<file path="config.mk">
export PLATFORM = sky130hd
export DESIGN_NAME = dfe_burst_end_top
export DESIGN_NICKNAME = d
export VERILOG_FILES = /design/src/rtl/dfe_burst_pkg.sv /design/src/rtl/dfe_ctrl.sv /design/src/rtl/dfe_datapath.sv /design/src/rtl/dfe_burst_end_top.sv
export SDC_FILE = /design/constraint.sdc
export NUM_CORES = 1
export LEC_CHECK = 0
export BUFFER_PORTS_ARGS = -buffer_cell sky130_fd_sc_hd__buf_4
export CAP_MARGIN = 40
export CELL_PAD_IN_SITES_DETAIL_PLACEMENT = 1
export CELL_PAD_IN_SITES_GLOBAL_PLACEMENT = 1
export CORE_MARGIN = 3
export CORE_UTILIZATION = 51
export DETAILED_ROUTE_END_ITERATION = 7
export PLACE_DENSITY_LB_ADDON = 0.1
export SYNTH_ARGS = -nofsm -noshare
export SYNTH_HDL_FRONTEND = slang
export SYNTH_SLANG_ARGS = --single-unit
</file>
<file path="constraint.sdc">
create_clock -name clk -period 10.2 [get_ports clk]
set_input_delay 1.02 -clock clk [delete_from_list [all_inputs] [get_ports clk]]
set_output_delay 1.02 -clock clk [all_outputs]
set_load 0.05 [all_outputs]
</file>
<file path="src/rtl/dfe_burst_pkg.sv">
package dfe_burst_pkg;
  localparam int unsigned NUM_SYMBOLS = 4;
  localparam int unsigned SYM_W = 2;

  typedef struct packed {
    logic capture;   // accept the current sample and update all state
  } dfeStrobes_t;
endpackage

</file>
<file path="src/rtl/dfe_ctrl.sv">
module dfe_ctrl
  import dfe_burst_pkg::*;
(
  input  logic        clk,
  input  logic        rstN,
  input  logic        validIn,
  output dfeStrobes_t strobes,
  output logic        validOut
);
  always_comb begin
    strobes.capture = validIn;
  end

  always_ff @(posedge clk or negedge rstN) begin
    if (!rstN) validOut <= 1'b0;
    else       validOut <= validIn;
  end
endmodule

</file>
<file path="src/rtl/dfe_datapath.sv">
module dfe_datapath
  import dfe_burst_pkg::*;
#(
  parameter int unsigned SAMPLE_W = 10,
  parameter int unsigned FRAC_W   = 4,
  parameter int unsigned WEIGHT_W = 8,
  parameter int unsigned MARGIN_W = 6
) (
  input  logic                       clk,
  input  logic                       rstN,
  input  dfeStrobes_t                strobes,
  input  logic signed [SAMPLE_W-1:0] sampleIn,
  input  logic signed [WEIGHT_W-1:0] weightIn,
  input  logic        [MARGIN_W-1:0] marginIn,
  output logic        [SYM_W-1:0]    symOut,
  output logic                       overflowOut,
  output logic                       underflowOut,
  output logic                       burstEndOut
);
  localparam int unsigned PROD_W = WEIGHT_W + 3;
  localparam int unsigned MPROD_W = MARGIN_W + WEIGHT_W;
  localparam int unsigned BASE_W = (SAMPLE_W > PROD_W) ? SAMPLE_W : PROD_W;
  localparam int unsigned WIDE_W = (BASE_W > MPROD_W) ? BASE_W : MPROD_W;
  localparam int unsigned CMP_W  = ((WIDE_W > FRAC_W + 3) ? WIDE_W : FRAC_W + 3) + 2;
  localparam logic signed [CMP_W-1:0] TOP_LVL = CMP_W'((NUM_SYMBOLS - 1) << FRAC_W);

  // feedback: previous decision is the registered symbol
  logic signed [2:0]        prevLvl;
  logic signed [PROD_W-1:0] fbProd;
  logic signed [CMP_W-1:0]  eqVal;

  assign prevLvl = $signed({1'b0, symOut});
  assign fbProd  = PROD_W'(weightIn) * PROD_W'(prevLvl);
  assign eqVal   = CMP_W'(sampleIn) - CMP_W'(fbProd);

  // slicer: thermometer of half-integer thresholds
  logic [NUM_SYMBOLS-2:0] above;
  for (genvar k = 0; k < NUM_SYMBOLS - 1; k++) begin : gThr
    localparam logic signed [CMP_W-1:0] THR = CMP_W'((2 * k + 1) << (FRAC_W - 1));
    assign above[k] = (eqVal >= THR);
  end

  logic [SYM_W-1:0] nextSym;
  always_comb begin
    nextSym = '0;
    for (int k = 0; k < NUM_SYMBOLS - 1; k++) begin
      nextSym = nextSym + SYM_W'(above[k]);
    end
  end

  // guard band scaled by weight magnitude, truncated toward zero
  logic [WEIGHT_W-1:0]     absWeight;
  logic [MPROD_W-1:0]      marginProd;
  logic [MPROD_W-1:0]      effMargin;
  logic signed [CMP_W-1:0] effMarginS;
  logic signed [CMP_W-1:0] topBound;
  logic signed [CMP_W-1:0] botBound;
  logic                    overNext;
  logic                    underNext;

  assign absWeight  = weightIn[WEIGHT_W-1] ? $unsigned(-weightIn) : $unsigned(weightIn);
  assign marginProd = MPROD_W'(marginIn) * MPROD_W'(absWeight);
  assign effMargin  = marginProd >> FRAC_W;
  assign effMarginS = $signed(CMP_W'(effMargin));
  assign topBound   = TOP_LVL + effMarginS;
  assign botBound   = -effMarginS;
  assign overNext   = (eqVal > topBound);
  assign underNext  = (eqVal < botBound);

  always_ff @(posedge clk or negedge rstN) begin
    if (!rstN) begin
      symOut       <= '0;
      overflowOut  <= 1'b0;
      underflowOut <= 1'b0;
      burstEndOut  <= 1'b0;
    end else if (strobes.capture) begin
      symOut       <= nextSym;
      overflowOut  <= overNext;
      underflowOut <= underNext;
      burstEndOut  <= overNext | underNext;
    end
  end
endmodule

</file>
<file path="src/rtl/dfe_burst_end_top.sv">
module dfe_burst_end_top
  import dfe_burst_pkg::*;
#(
  parameter int unsigned SAMPLE_W = 10,
  parameter int unsigned FRAC_W   = 4,
  parameter int unsigned WEIGHT_W = 8,
  parameter int unsigned MARGIN_W = 6
) (
  input  logic                       clk,
  input  logic                       rstN,
  input  logic                       validIn,
  input  logic signed [SAMPLE_W-1:0] sampleIn,
  input  logic signed [WEIGHT_W-1:0] weightIn,
  input  logic        [MARGIN_W-1:0] marginIn,
  output logic                       validOut,
  output logic [1:0]                 symOut,
  output logic                       overflowOut,
  output logic                       underflowOut,
  output logic                       burstEndOut
);
  dfeStrobes_t strobes;

  dfe_ctrl u_ctrl (
    .clk      (clk),
    .rstN     (rstN),
    .validIn  (validIn),
    .strobes  (strobes),
    .validOut (validOut)
  );

  dfe_datapath #(
    .SAMPLE_W (SAMPLE_W),
    .FRAC_W   (FRAC_W),
    .WEIGHT_W (WEIGHT_W),
    .MARGIN_W (MARGIN_W)
  ) u_dp (
    .clk          (clk),
    .rstN         (rstN),
    .strobes      (strobes),
    .sampleIn     (sampleIn),
    .weightIn     (weightIn),
    .marginIn     (marginIn),
    .symOut       (symOut),
    .overflowOut  (overflowOut),
    .underflowOut (underflowOut),
    .burstEndOut  (burstEndOut)
  );
endmodule

</file>
== Word level (Yosys, flattened, before mapping) ==
Cells that the tools add are included.

* Order comparisons: 5
* Bitwise operators: 1
* Multiply operators: 2
* Multiplexer cells: 1
* Add/sub/neg operators: 6

{| class="wikitable"
|+ Operators with widths
! kind !! number
|-
| $ge 16x5->1 const B || 1
|-
| $ge 16x6->1 const B || 1
|-
| $ge 16x7->1 const B || 1
|-
| $gt 16x16->1 || 1
|-
| $lt 16x16->1 || 1
|-
| $neg 10->16 || 1
|-
| $mul 6x8->14 || 1
|-
| $sub 10x11->12 || 1
|-
| $add 6x10->11 const A || 1
|-
| $mul 8x3->11 || 1
|-
| $mux 8 || 1
|-
| $neg 8->8 || 1
|-
| $add 1x1->2 || 1
|-
| $add 2x1->2 || 1
|-
| $or 1x1->1 || 1
|}

* Flip-flop bits (word level): 6

== Longest topological paths before layout ==
Gate-level depths: netlist of the first run.

* Word-level depth: 6
* Mapped depth: 28

== Hierarchy ==
A second synthesis of the first run with hierarchy kept.

* Cell total of the unflattened synthesis: 455
* Area, all modules: 3882.5 µm²

{| class="wikitable"
|+ Modules (own cells, without submodules)
! module !! instances !! cells an instance !! area each (µm²) !! sequential area each (µm²)
|-
| dfe_datapath || 1 || 453 || 3849.9 || 125.1
|-
| dfe_ctrl || 1 || 2 || 32.5 || 25.0
|}

== Least setup slack after synthesis of the first run ==
No wires, ideal clock.

* Path type: input-to-reg
* Start: input port weightIn[2]
* End: register u_dp.burstEndOut
* Cell stages on the path: 25
* Path slack: 3.285 ns
* Data arrival time: 6.837 ns
* Library setup time: 0.078 ns
* Required time: 10.122 ns
* Cells stage by stage: or3_1 -> o31ai_1 -> xor2_1 -> nor2b_1 -> fa_1 -> inv_1 -> fa_1 -> fa_1 -> inv_1 -> ha_1 -> a21o_1 -> a211oi_1 -> a31oi_4 -> or3_1 -> o22ai_2 -> nand3_2 -> xnor2_1 -> ha_1 -> a21oi_1 -> nor2b_1 -> o21ai_0 -> nand2_1 -> o41ai_1 -> a41oi_1 -> o21bai_1

* Longest elaborated chain between the ends: 6

{| class="wikitable"
|+ Ends and longest elaborated chain
! what !! RTL line !! source
|-
| start, declared || dfe_burst_end_top.sv:13 || <nowiki>input logic signed [WEIGHT_W-1:0] weightIn,</nowiki>
|-
| $neg 8->8 || dfe_datapath.sv:61 || <nowiki>assign absWeight = weightIn[WEIGHT_W-1] ? $unsigned(-weightIn) : $unsigned(weightIn);</nowiki>
|-
| $mux 8 || dfe_datapath.sv:61 ||
|-
| $mul 6x8->14 || dfe_datapath.sv:62 || <nowiki>assign marginProd = MPROD_W'(marginIn) * MPROD_W'(absWeight);</nowiki>
|-
| $add 6x10->11 / $neg 10->16 (equally long branches) || dfe_datapath.sv:65, dfe_datapath.sv:66 ||
|-
| $gt 16x16->1 / $lt 16x16->1 (equally long branches) || dfe_datapath.sv:67, dfe_datapath.sv:68 ||
|-
| $or 1x1->1 (*) || dfe_datapath.sv:80 || <nowiki>burstEndOut <= overNext | underNext;</nowiki>
|-
| end signal, assigned || dfe_datapath.sv:80 ||
|-
| end, declared || dfe_datapath.sv:18 || <nowiki>output logic burstEndOut</nowiki>
|}

Mark *: on every way between the ends. The rest lies on a longest branch, timed or not.
A chain may end at the register's enable or synchronous reset.

== Worst setup path after layout of the first run ==
Same ends and word-level chain as after synthesis.

==> key figures, run 1 <==
Clock network
  – CTS Sinks: 6
  – # hold bufs at CTS: 0
  – Worst-Skew Late Latency: roughly 0.22 ns
  – Post-cts repair resize count: 0
  – CTS max path bufs: 2
  – TritonCTS clock tree: built
  – Reg clk slew, reported paths: around 0.030 ns
  – Post-CTS setup buffer count: 0
  – CTS root buf: clkbuf_8
  – CTS buffer count: 3
  – CTS H-Tree Depth: 1

Timing
  – RSZ-0062 raised after global routing: no
  – Final setup TNS: 0 ns
  – Crit path time final: around 7.8 ns
  – Max-slew violations: 0
  – Final setup viols: 0
  – Period utilization: roughly three quarters
  – Slew HR: between 50 and 60%
  – Final Hold Viols: 0
  – Worst Tran Pin Value: ~0.7 ns
  – Worst Clk Skew: 0.000675 ns
  – F_max: ~130 MHz

Finish
  – Final Util: between 60% and 70%
  – Layout cells sized above 1: 9.26%
  – Inserted Diodes: 0
  – Area Growth Syn to Fin: 10.8%
  – Layout Nets: 632

Synth
  – Synth area leader: ha_1
  – Post-synthesis net count: ~600
  – Yosys warnings: 0
  – Ys flop type: dfrtp_1
  – EDFF count, synth: 0
  – Share of the synthesized area in the top cell type: 23.8%
  – Async SR Flop Fraction: between 90% and 100%
  – Most numerous cell in the Yosys netlist: ha_1
  – Syn avg cell area: between 8 and 9 um2
  – Sequential share of the synthesized area: 3.97%
  – Cells after Synth: 462
  – Top post-synthesis cells by area: ha_1 24%, fa_1 18%, inv_1 6.5%
  – Post-Syn Area: 3780 um2
  – Post-synth top cells: 72 x ha_1, 66 x inv_1, 34 x fa_1
  – Synth unique cells: between 50 and 60
  – Yosys reg bits: 6

Drt
  – DRT antenna net count: 0
  – DRC Markers: 0
  – Drt via density: 5.67
  – WL final: around 10 mm
  – Drt pass-1 iters: 4
  – DR vias: roughly 3.4k
  – Average routed wire per standard cell: ~17 um
  – DR iter-0 viols: 76

Floorplan
  – Starting density of the core: between 50 and 60%
  – Die area: approximately 8500 um2
  – Horiz. Die Dim: roughly 90 um
  – Die Y: 92.1 um
  – Total core area: between 6000 and 7000 um2
  – I/O pins: 33
  – # rows: 30

Worst setup path
  – CP Max Fanout: 6
  – Startpoint class of the critical path: input port
  – CP Data Required Time: slightly above 10 ns
  – Crit end category: register
  – Critical path class: in -> reg
  – WP data arrival: around 8.0 ns
  – Worst stage delay on the critical path: approximately 0.56 ns
  – Most used cell, CP: fa_1
  – Critical-path top delay cell: fa_1

GRT
  – First-pass GRT wire length: about 18 mm
  – Total gr overflow: 0
  – Initial antenna violation count: 0
  – Gr usage total: between 20% and 30%
  – Largest net degree at the start of global routing: 12
  – Vias in the first global route: roughly 3.8k

Flow run
  – Max cap viols: 0

Place
  – Placer Congestion: ~0.84
  – DP HPWL: around 9 mm
  – PortBufs: 32

Min path
  – Hold Path Class: reg -> reg

Run status
  – Outcome: finished clean
[worst max-delay path: cells and delay by family]
| kind | cells | cell delay [ns] |
|---|---|---|
| xor gates and xnor gates | 2 | 0.72 |
| and+or+nand+nor | 6 | 1.29 |
| AOI/OAI and AO/OA | 10 | 2.35 |
| buffers and inverters | 3 | 0.23 |
| adders and majority gates | 5 | 2.35 |
[worst paths after layout]
| check | from | to | slack, ns | depth (start not counted) |
|---|---|---|---|---|
| setup / recovery | weightIn[2] | u_dp.burstEndOut | 2.36 | 26 |
| hold / removal | u_dp.overflowOut | u_dp.overflowOut | 0.50 | 1 |
| setup reg to reg | u_dp.symOut[1] | u_dp.burstEndOut | 5.47 | 14 |
| hold reg to reg | u_dp.overflowOut | u_dp.overflowOut | 0.50 | 1 |
| max in group asynchronous | rstN | u_ctrl.validOut | 9.49 | 1 |
| min in group asynchronous | rstN | u_dp.overflowOut | 0.60 | 1 |
[per-layer routing]
metal	GRT usage [%]	wire length, um
met5	0	0
met3	1.48	126
met4	7.30	224
met1	31.1	4460
met2	47.0	5210
[state kept, by name, summed over array words and instances, names as in the netlist]
register	cells
u_dp.overflowOut	1
u_dp.burstEndOut	1
u_ctrl.validOut	1
u_dp.underflowOut	1
u_dp.symOut	2
[cells by family (layout without fill, tap and decap cells)]
| logic type | count (synthesis) | after routing | share of synthesized area, % |
|---|---|---|---|
| adder cells (fa/ha/maj) | 106 | 106 | 41.8 |
| multiplexers | 5 | 5 | 1.42 |
| flip-flops | 6 | 6 | 3.97 |
| AND/OR/NAND/NOR | 151 | 151 | 22.2 |
| XOR/XNOR | 34 | 34 | 7.87 |
| buffers and inverters | 68 | 103 | 6.78 |
| AO/OA/AOI/OAI | 92 | 92 | 16.0 |
[metrics by stage]
step | instances | area (um2) | setup WS (ns) | hold slack, ns
global route | 593 | 4190 | 1.79 | 0.546
floorplan | 462 | 3780 | 3.28 | 0.724
global placement | 589 | 4140 | 2.57 | 0.477
CTS | 593 | 4190 | 2.39 | 0.500
detailed placement | 590 | 4150 | 2.22 | 0.489
finish | 593 | 4190 | 2.36 | 0.498
[final cells by class]
type / instances / area [um2]
clock buffers: 3 / 41.3
fillers: 882 / 2790
inverters: 67 / 251
multi-input cells: 388 / 3380
flip-flops and latches: 6 / 150
well taps: 96 / 120
repair buffers: 33 / 251
[cells in the final DEF (no fill, tap or decap), types with 15 or more instances in the layout]
master   instances
buf_4           32
nor2b_1         30
xnor2_1         19
xor2_1          15
ha_1            72
o21ai_0         25
nor2_1          22
a21oi_1         24
fa_1            34
nand2_1         24
inv_1           66
and2_1          24
Power of run 1 is not shown: default switching activity piles up to over one toggle a cycle in this logic, so the estimate is an artifact.
==> inputs of run 2 (changes only) <==
- CORE_UTILIZATION: 51 -> 43
- clock period: 10.2 -> 7.1 ns (I/O delays scaled with it)
==> run 2 against run 1 <==
Final cell count is 3.9% higher; die area is 17% higher; critical endpoint unchanged; register-to-register slack worse by 2.9 ns; via count is 0.12% lower; critical path type unchanged; clock skew hardly changed; design area is 4.5% higher; clock-buffer cell count stayed put; non-clock buffer count is 14 higher; worst hold slack worse by 0.21 ns; sequential cell count stayed put; largest cell class unchanged; sequential share of layout area is 0.15 points lower.
==> key figures, run 2 (synthesis results as in run 1) <==
Run status
  – Outcome: finished clean

Clock network
  – TritonCTS clock tree: built
  – Reg clk slew, reported paths: 0.03 ns (about the same)
  – CTS H-Tree Depth: 1 (unchanged)
  – Worst-Skew Late Latency: 0.22 ns (about the same)
  – CTS Sinks: 6 (unchanged)
  – CTS max path bufs: 2 (unchanged)
  – # hold bufs at CTS: 0 (unchanged)
  – CTS root buf: clkbuf_8
  – CTS buffer count: 3 (unchanged)

Finish
  – Register bank with the most flops: u_dp.symOut
  – Inserted Diodes: 0 (unchanged)
  – Final Cell Area: 4380 um2 (+4.5%)
  – Area Growth Syn to Fin: 15.7%
  – Fillers: 1048 (+19%)
  – Most frequent cells in the layout: 70 x ha_1, 66 x inv_1, 47 x buf_4, 34 x fa_1, 30 x nor2b_1
  – Leading cell type in the layout, fill and taps excluded: ha_1
  – Layout Nets: 646 (+2.2%)
  – Layout cells sized above 1: 14.3% (+5.0 points)
  – Number of flip-flops in the largest register: 2 (unchanged)

Timing
  – Final setup viols: 0 (unchanged)
  – Slew HR: 64.4% (+12 points)
  – Period utilization: between 90% and 100%
  – Worst Tran Pin Value: 0.530 ns (-0.165 ns)
  – Crit path time final: between 6 and 7 ns
  – Setup ws final: 0.281 ns (-2.08 ns)
  – F_max: 147 MHz
  – Max-slew violations: 0 (unchanged)
  – Worst Clk Skew: 0.000219 ns (-0.000456 ns)
  – Final Hold Viols: 0 (unchanged)

Floorplan
  – Die area: 9960 um2 (+17%)
  – I/O pins: 33 (unchanged)
  – Starting density of the core: 45.2% (-9.1 points)
  – Horiz. Die Dim: 99.8 um (+8.3%)
  – # rows: 33 (+10%)
  – Total core area: 8380 um2 (+20%)
  – Die Y: 99.8 um (+8.3%)

Drt
  – Average routed wire per standard cell: 15.4 um (-8.6%)
  – WL final: 9.51 mm (-5.0%)
  – DR iter-0 viols: 65 (-14%)
  – DRC Markers: 0 (unchanged)
  – DR vias: 3360 (-0.12%)
  – DRT antenna net count: 0 (unchanged)
  – Drt via density: 5.45 (-3.8%)
  – Drt pass-1 iters: 4 (unchanged)

Place
  – Cell area after placement: 4240 um2 (+2.2%)
  – Setup WS pre-CTS: -0.0734 ns (-2.29 ns)
  – DP HPWL: 8.40 mm (-4.7%)
  – PortBufs: 32 (unchanged)
  – Placer Congestion: 0.846 (+0.87%)

Worst setup path
  – CP Data Required Time: 7.25 ns (-3.09 ns)
  – Startpoint class of the critical path: input port
  – Setup slack, reg-to-reg: 2.53 ns (-2.94 ns)
  – Critical path class: in -> reg
  – Critical path destination: u_dp.burstEndOut
  – Most used cell, CP: fa_1
  – Critical R2R Capture: u_dp.burstEndOut
  – Worst stage delay on the critical path: 0.55 ns (about the same)
  – R2r worst-path depth: 17 (+3)
  – R2r startpoint: u_dp.symOut[0]
  – Crit path from: weightIn[2]
  – WP data arrival: 6.97 ns (-1.01 ns)
  – Crit end category: register
  – CP Max Fanout: 5 (-1)
  – Critical-path top delay cell: fa_1

GRT
  – Total gr overflow: 0 (unchanged)
  – Largest net degree at the start of global routing: 12 (unchanged)
  – Initial antenna violation count: 0 (unchanged)
  – First-pass GRT wire length: 16.6 mm (-6.5%)
  – Gr usage total: 19.8% (-5.4 points)
  – Vias in the first global route: 3627 (-4.2%)

Min path
  – Hold Path Class: in -> async

Flow run
  – Max cap viols: 0 (unchanged)
==> run 2: what timing repair did <==
item / CTS / global route
resized for setup: 0 / 16
setup buffers: 0 / 3
setup endpoints to repair: 0 / 3
==> run 2: final cells by class <==
class,count,area (um2),share of cell area (%)
Multi-Input combinational cell,388,3450,78.8
Timing Repair Buffer,47,353,8.05
Inverter,67,251,5.74
Sequential cell,6,150,3.43
Tap cell,105,131,3.00
Clock buffer,3,41.3,0.943
==> run 2: worst max-delay path, delay by kind of cell <==
family	cells	cell delay [ns]
xor gates and xnor gates	2	0.48
adders and majority gates	5	2.20
AOI/OAI and AO/OA	8	1.52
and+or+nand+nor	8	1.82
buffers and inverters	3	0.23
==> run 2: layer usage <==
layer  track usage [%]  vias to the layer above  wire length [um]  part of all wire, %
met2              35.9                       31              4920                   52
met4              3.68                        0               112                  1.2
li1                  -                     1676                 -                    -
met3             0.486                       12               115                  1.2
met5                 0                        -                 0                    0
met1              26.4                     1641              4360                   46
==> run 2: through the flow <==
step,setup TNS [ns],instances,util [%],hold slack [ns]
global route,-0.148,616,52.3,0.285
global placement,0,610,50.6,0.470
CTS,0,613,51.1,0.283
floorplan,0,462,-,0.414
detailed placement,-0.161,610,50.6,0.477
finish,0,616,52.3,0.288
==> run 2: worst min path at each step <==
stage,startpoint,endpoint,slack (ns),depth (start not counted)
2_1_floorplan,rstN,u_ctrl.validOut,0.41,0
3_3_place_gp,u_dp.overflowOut,u_dp.overflowOut,0.47,1
3_5_place_dp,u_dp.overflowOut,u_dp.overflowOut,0.48,1
4_1_cts,rstN,u_dp.overflowOut,0.28,1
5_1_grt,rstN,u_dp.overflowOut,0.29,1
6_report,rstN,u_dp.symOut[0],0.29,1
Power of run 2 is left out for the same reason.
==> inputs of run 3 (changes only) <==
- RECOVER_POWER: default -> 25
==> run 3 against run 2 <==
First-iteration DRC count unchanged; non-clock buffer count is the same; via count unchanged; critical endpoint unchanged; critical path depth did not move.
==> key figures, run 3 (synthesis results as in run 1) <==
Floorplan
  – Horiz. Die Dim: 99.8 um (unchanged)
  – Total core area: 8380 um2 (unchanged)
  – I/O pins: 33 (unchanged)
  – Die area: 9960 um2 (unchanged)
  – # rows: 33 (unchanged)
  – Starting density of the core: 45.2% (unchanged)
  – Die Y: 99.8 um (unchanged)

Timing
  – Final setup viols: 0 (unchanged)
  – Setup ws final: 0.281 ns (-0.0000240 ns)
  – Slew HR: 64.4% (about the same)
  – Max-slew violations: 0 (unchanged)
  – Worst Tran Pin Value: 0.530 ns (+0.000109 ns)
  – Period utilization: 96.0% (about the same)
  – Crit path time final: 6.82 ns (+0.0000240 ns)
  – Final setup TNS: 0 ns (unchanged)
  – Worst Clk Skew: 0.000219 ns (-0.0000000140 ns)
  – Final Hold Viols: 0 (unchanged)
  – F_max: 147 MHz (about the same)

Place
  – Setup WS pre-CTS: -0.0734 ns (unchanged)
  – DP HPWL: 8.40 mm (unchanged)
  – Cell area after placement: 4240 um2 (unchanged)
  – PortBufs: 32 (unchanged)
  – Placed Cells: 610 (unchanged)
  – Placer Congestion: 0.846 (unchanged)

Clock network
  – # hold bufs at CTS: 0 (unchanged)
  – Worst-Skew Late Latency: 0.22 ns (about the same)
  – CTS H-Tree Depth: 1 (unchanged)
  – TritonCTS clock tree: built
  – CTS Sinks: 6 (unchanged)
  – CTS buffer count: 3 (unchanged)
  – Reg clk slew, reported paths: 0.03 ns (about the same)
  – CTS max path bufs: 2 (unchanged)
  – CTS root buf: clkbuf_8

Worst setup path
  – R2r startpoint: u_dp.symOut[0]
  – Critical path class: in -> reg
  – CP bufs+invs: 3 (unchanged)
  – Largest delay share family, worst path: adder cells
  – CP Data Required Time: 7.25 ns (about the same)
  – Most used cell, CP: fa_1
  – Crit end category: register
  – Critical R2R Capture: u_dp.burstEndOut
  – Critical-path top delay cell: fa_1
  – R2r worst-path depth: 17 (unchanged)
  – Worst stage delay on the critical path: 0.55 ns (about the same)
  – WP data arrival: 6.97 ns (about the same)
  – CP Max Fanout: 5 (unchanged)
  – Startpoint class of the critical path: input port
  – Setup slack, reg-to-reg: 2.53 ns (about the same)

Finish
  – Inserted Diodes: 0 (unchanged)
  – Number of flip-flops in the largest register: 2 (unchanged)
  – Layout cells sized above 1: 14.1% (-0.20 points)
  – Fillers: 1050 (+0.19%)
  – Layout Nets: 646 (unchanged)
  – Register bank with the most flops: u_dp.symOut
  – Final Cell Area: 4380 um2 (about the same)
  – Leading cell type in the layout, fill and taps excluded: ha_1
  – Most frequent cells in the layout: 70 x ha_1, 66 x inv_1, 46 x buf_4, 34 x fa_1, 30 x nor2b_1
  – Area Growth Syn to Fin: 15.6% (about the same)
  – Final cell count without fillers: 616 (unchanged)

GRT
  – Initial antenna violation count: 0 (unchanged)
  – Met2 Use GR: 35.9% (unchanged)
  – Gr usage total: 19.8% (unchanged)
  – M1 GR Usage: 26.4% (unchanged)
  – First-pass GRT wire length: 16.6 mm (unchanged)
  – Largest net degree at the start of global routing: 12 (unchanged)
  – Total gr overflow: 0 (unchanged)
  – Busiest grt layer: met2
  – GR met3 Demand/Resource: 0.486% (unchanged)
  – Vias in the first global route: 3627 (unchanged)

Run status
  – Outcome: finished clean

Min path
  – Hold Path Class: in -> async

Drt
  – DRC Markers: 0 (unchanged)
  – DR iter-0 viols: 65 (unchanged)
  – DRT antenna net count: 0 (unchanged)
  – Average routed wire per standard cell: 15.4 um (about the same)
  – Drt pass-1 iters: 4 (unchanged)
  – WL final: 9.52 mm (about the same)
  – DR vias: 3360 (unchanged)
  – Drt via density: 5.45 (unchanged)

Flow run
  – Max cap viols: 0 (unchanged)
[run 3: cell types whose count changed in the layout (fill, tap and decap cells not counted), sizes merged]
cell | before | now
buf | 47 | 46
clkbuf | 3 | 4
[run 3: worst max path at each step]
stage                startpoint                to  slack, ns  cells after the start
floorplan           weightIn[2]  u_dp.burstEndOut       0.49                     25
global placement    weightIn[2]  u_dp.burstEndOut       0.04                     26
detailed placement  weightIn[2]  u_dp.burstEndOut      -0.07                     24
CTS                 weightIn[2]  u_dp.burstEndOut       0.14                     24
global route        weightIn[3]  u_dp.burstEndOut      -0.09                     26
finish              weightIn[2]  u_dp.burstEndOut       0.28                     26
[run 3: timing repair]
item,in CTS,in global routing
endpoints found under the setup margin,0,3
setup buffers,0,3
gates resized for setup,0,16
[run 3: area by class of cell]
cell class / instances / area (um2) / share of cell area, %
sequential: 6 / 150 / 3.43
timing repair buffer: 47 / 349 / 7.98
inverter: 67 / 251 / 5.75
multi-input combinational: 388 / 3450 / 78.9
tap: 105 / 131 / 3.00
clock buffer: 3 / 41.3 / 0.943
[run 3: through the flow]
stage / hold WS [ns] / utilization [%]
2_1_floorplan: 0.414 / -
3_3_place_gp: 0.470 / 50.6
3_5_place_dp: 0.477 / 50.6
4_1_cts: 0.283 / 51.1
5_1_grt: 0.371 / 52.2
6_report: 0.356 / 52.2
[run 3: metal layers]
metal | wire [um] | share of wire, %
met1 | 4360 | 46
met2 | 4930 | 52
met3 | 116 | 1.2
met4 | 112 | 1.2
met5 | 0 | 0
Power of run 3 is left out for the same reason.
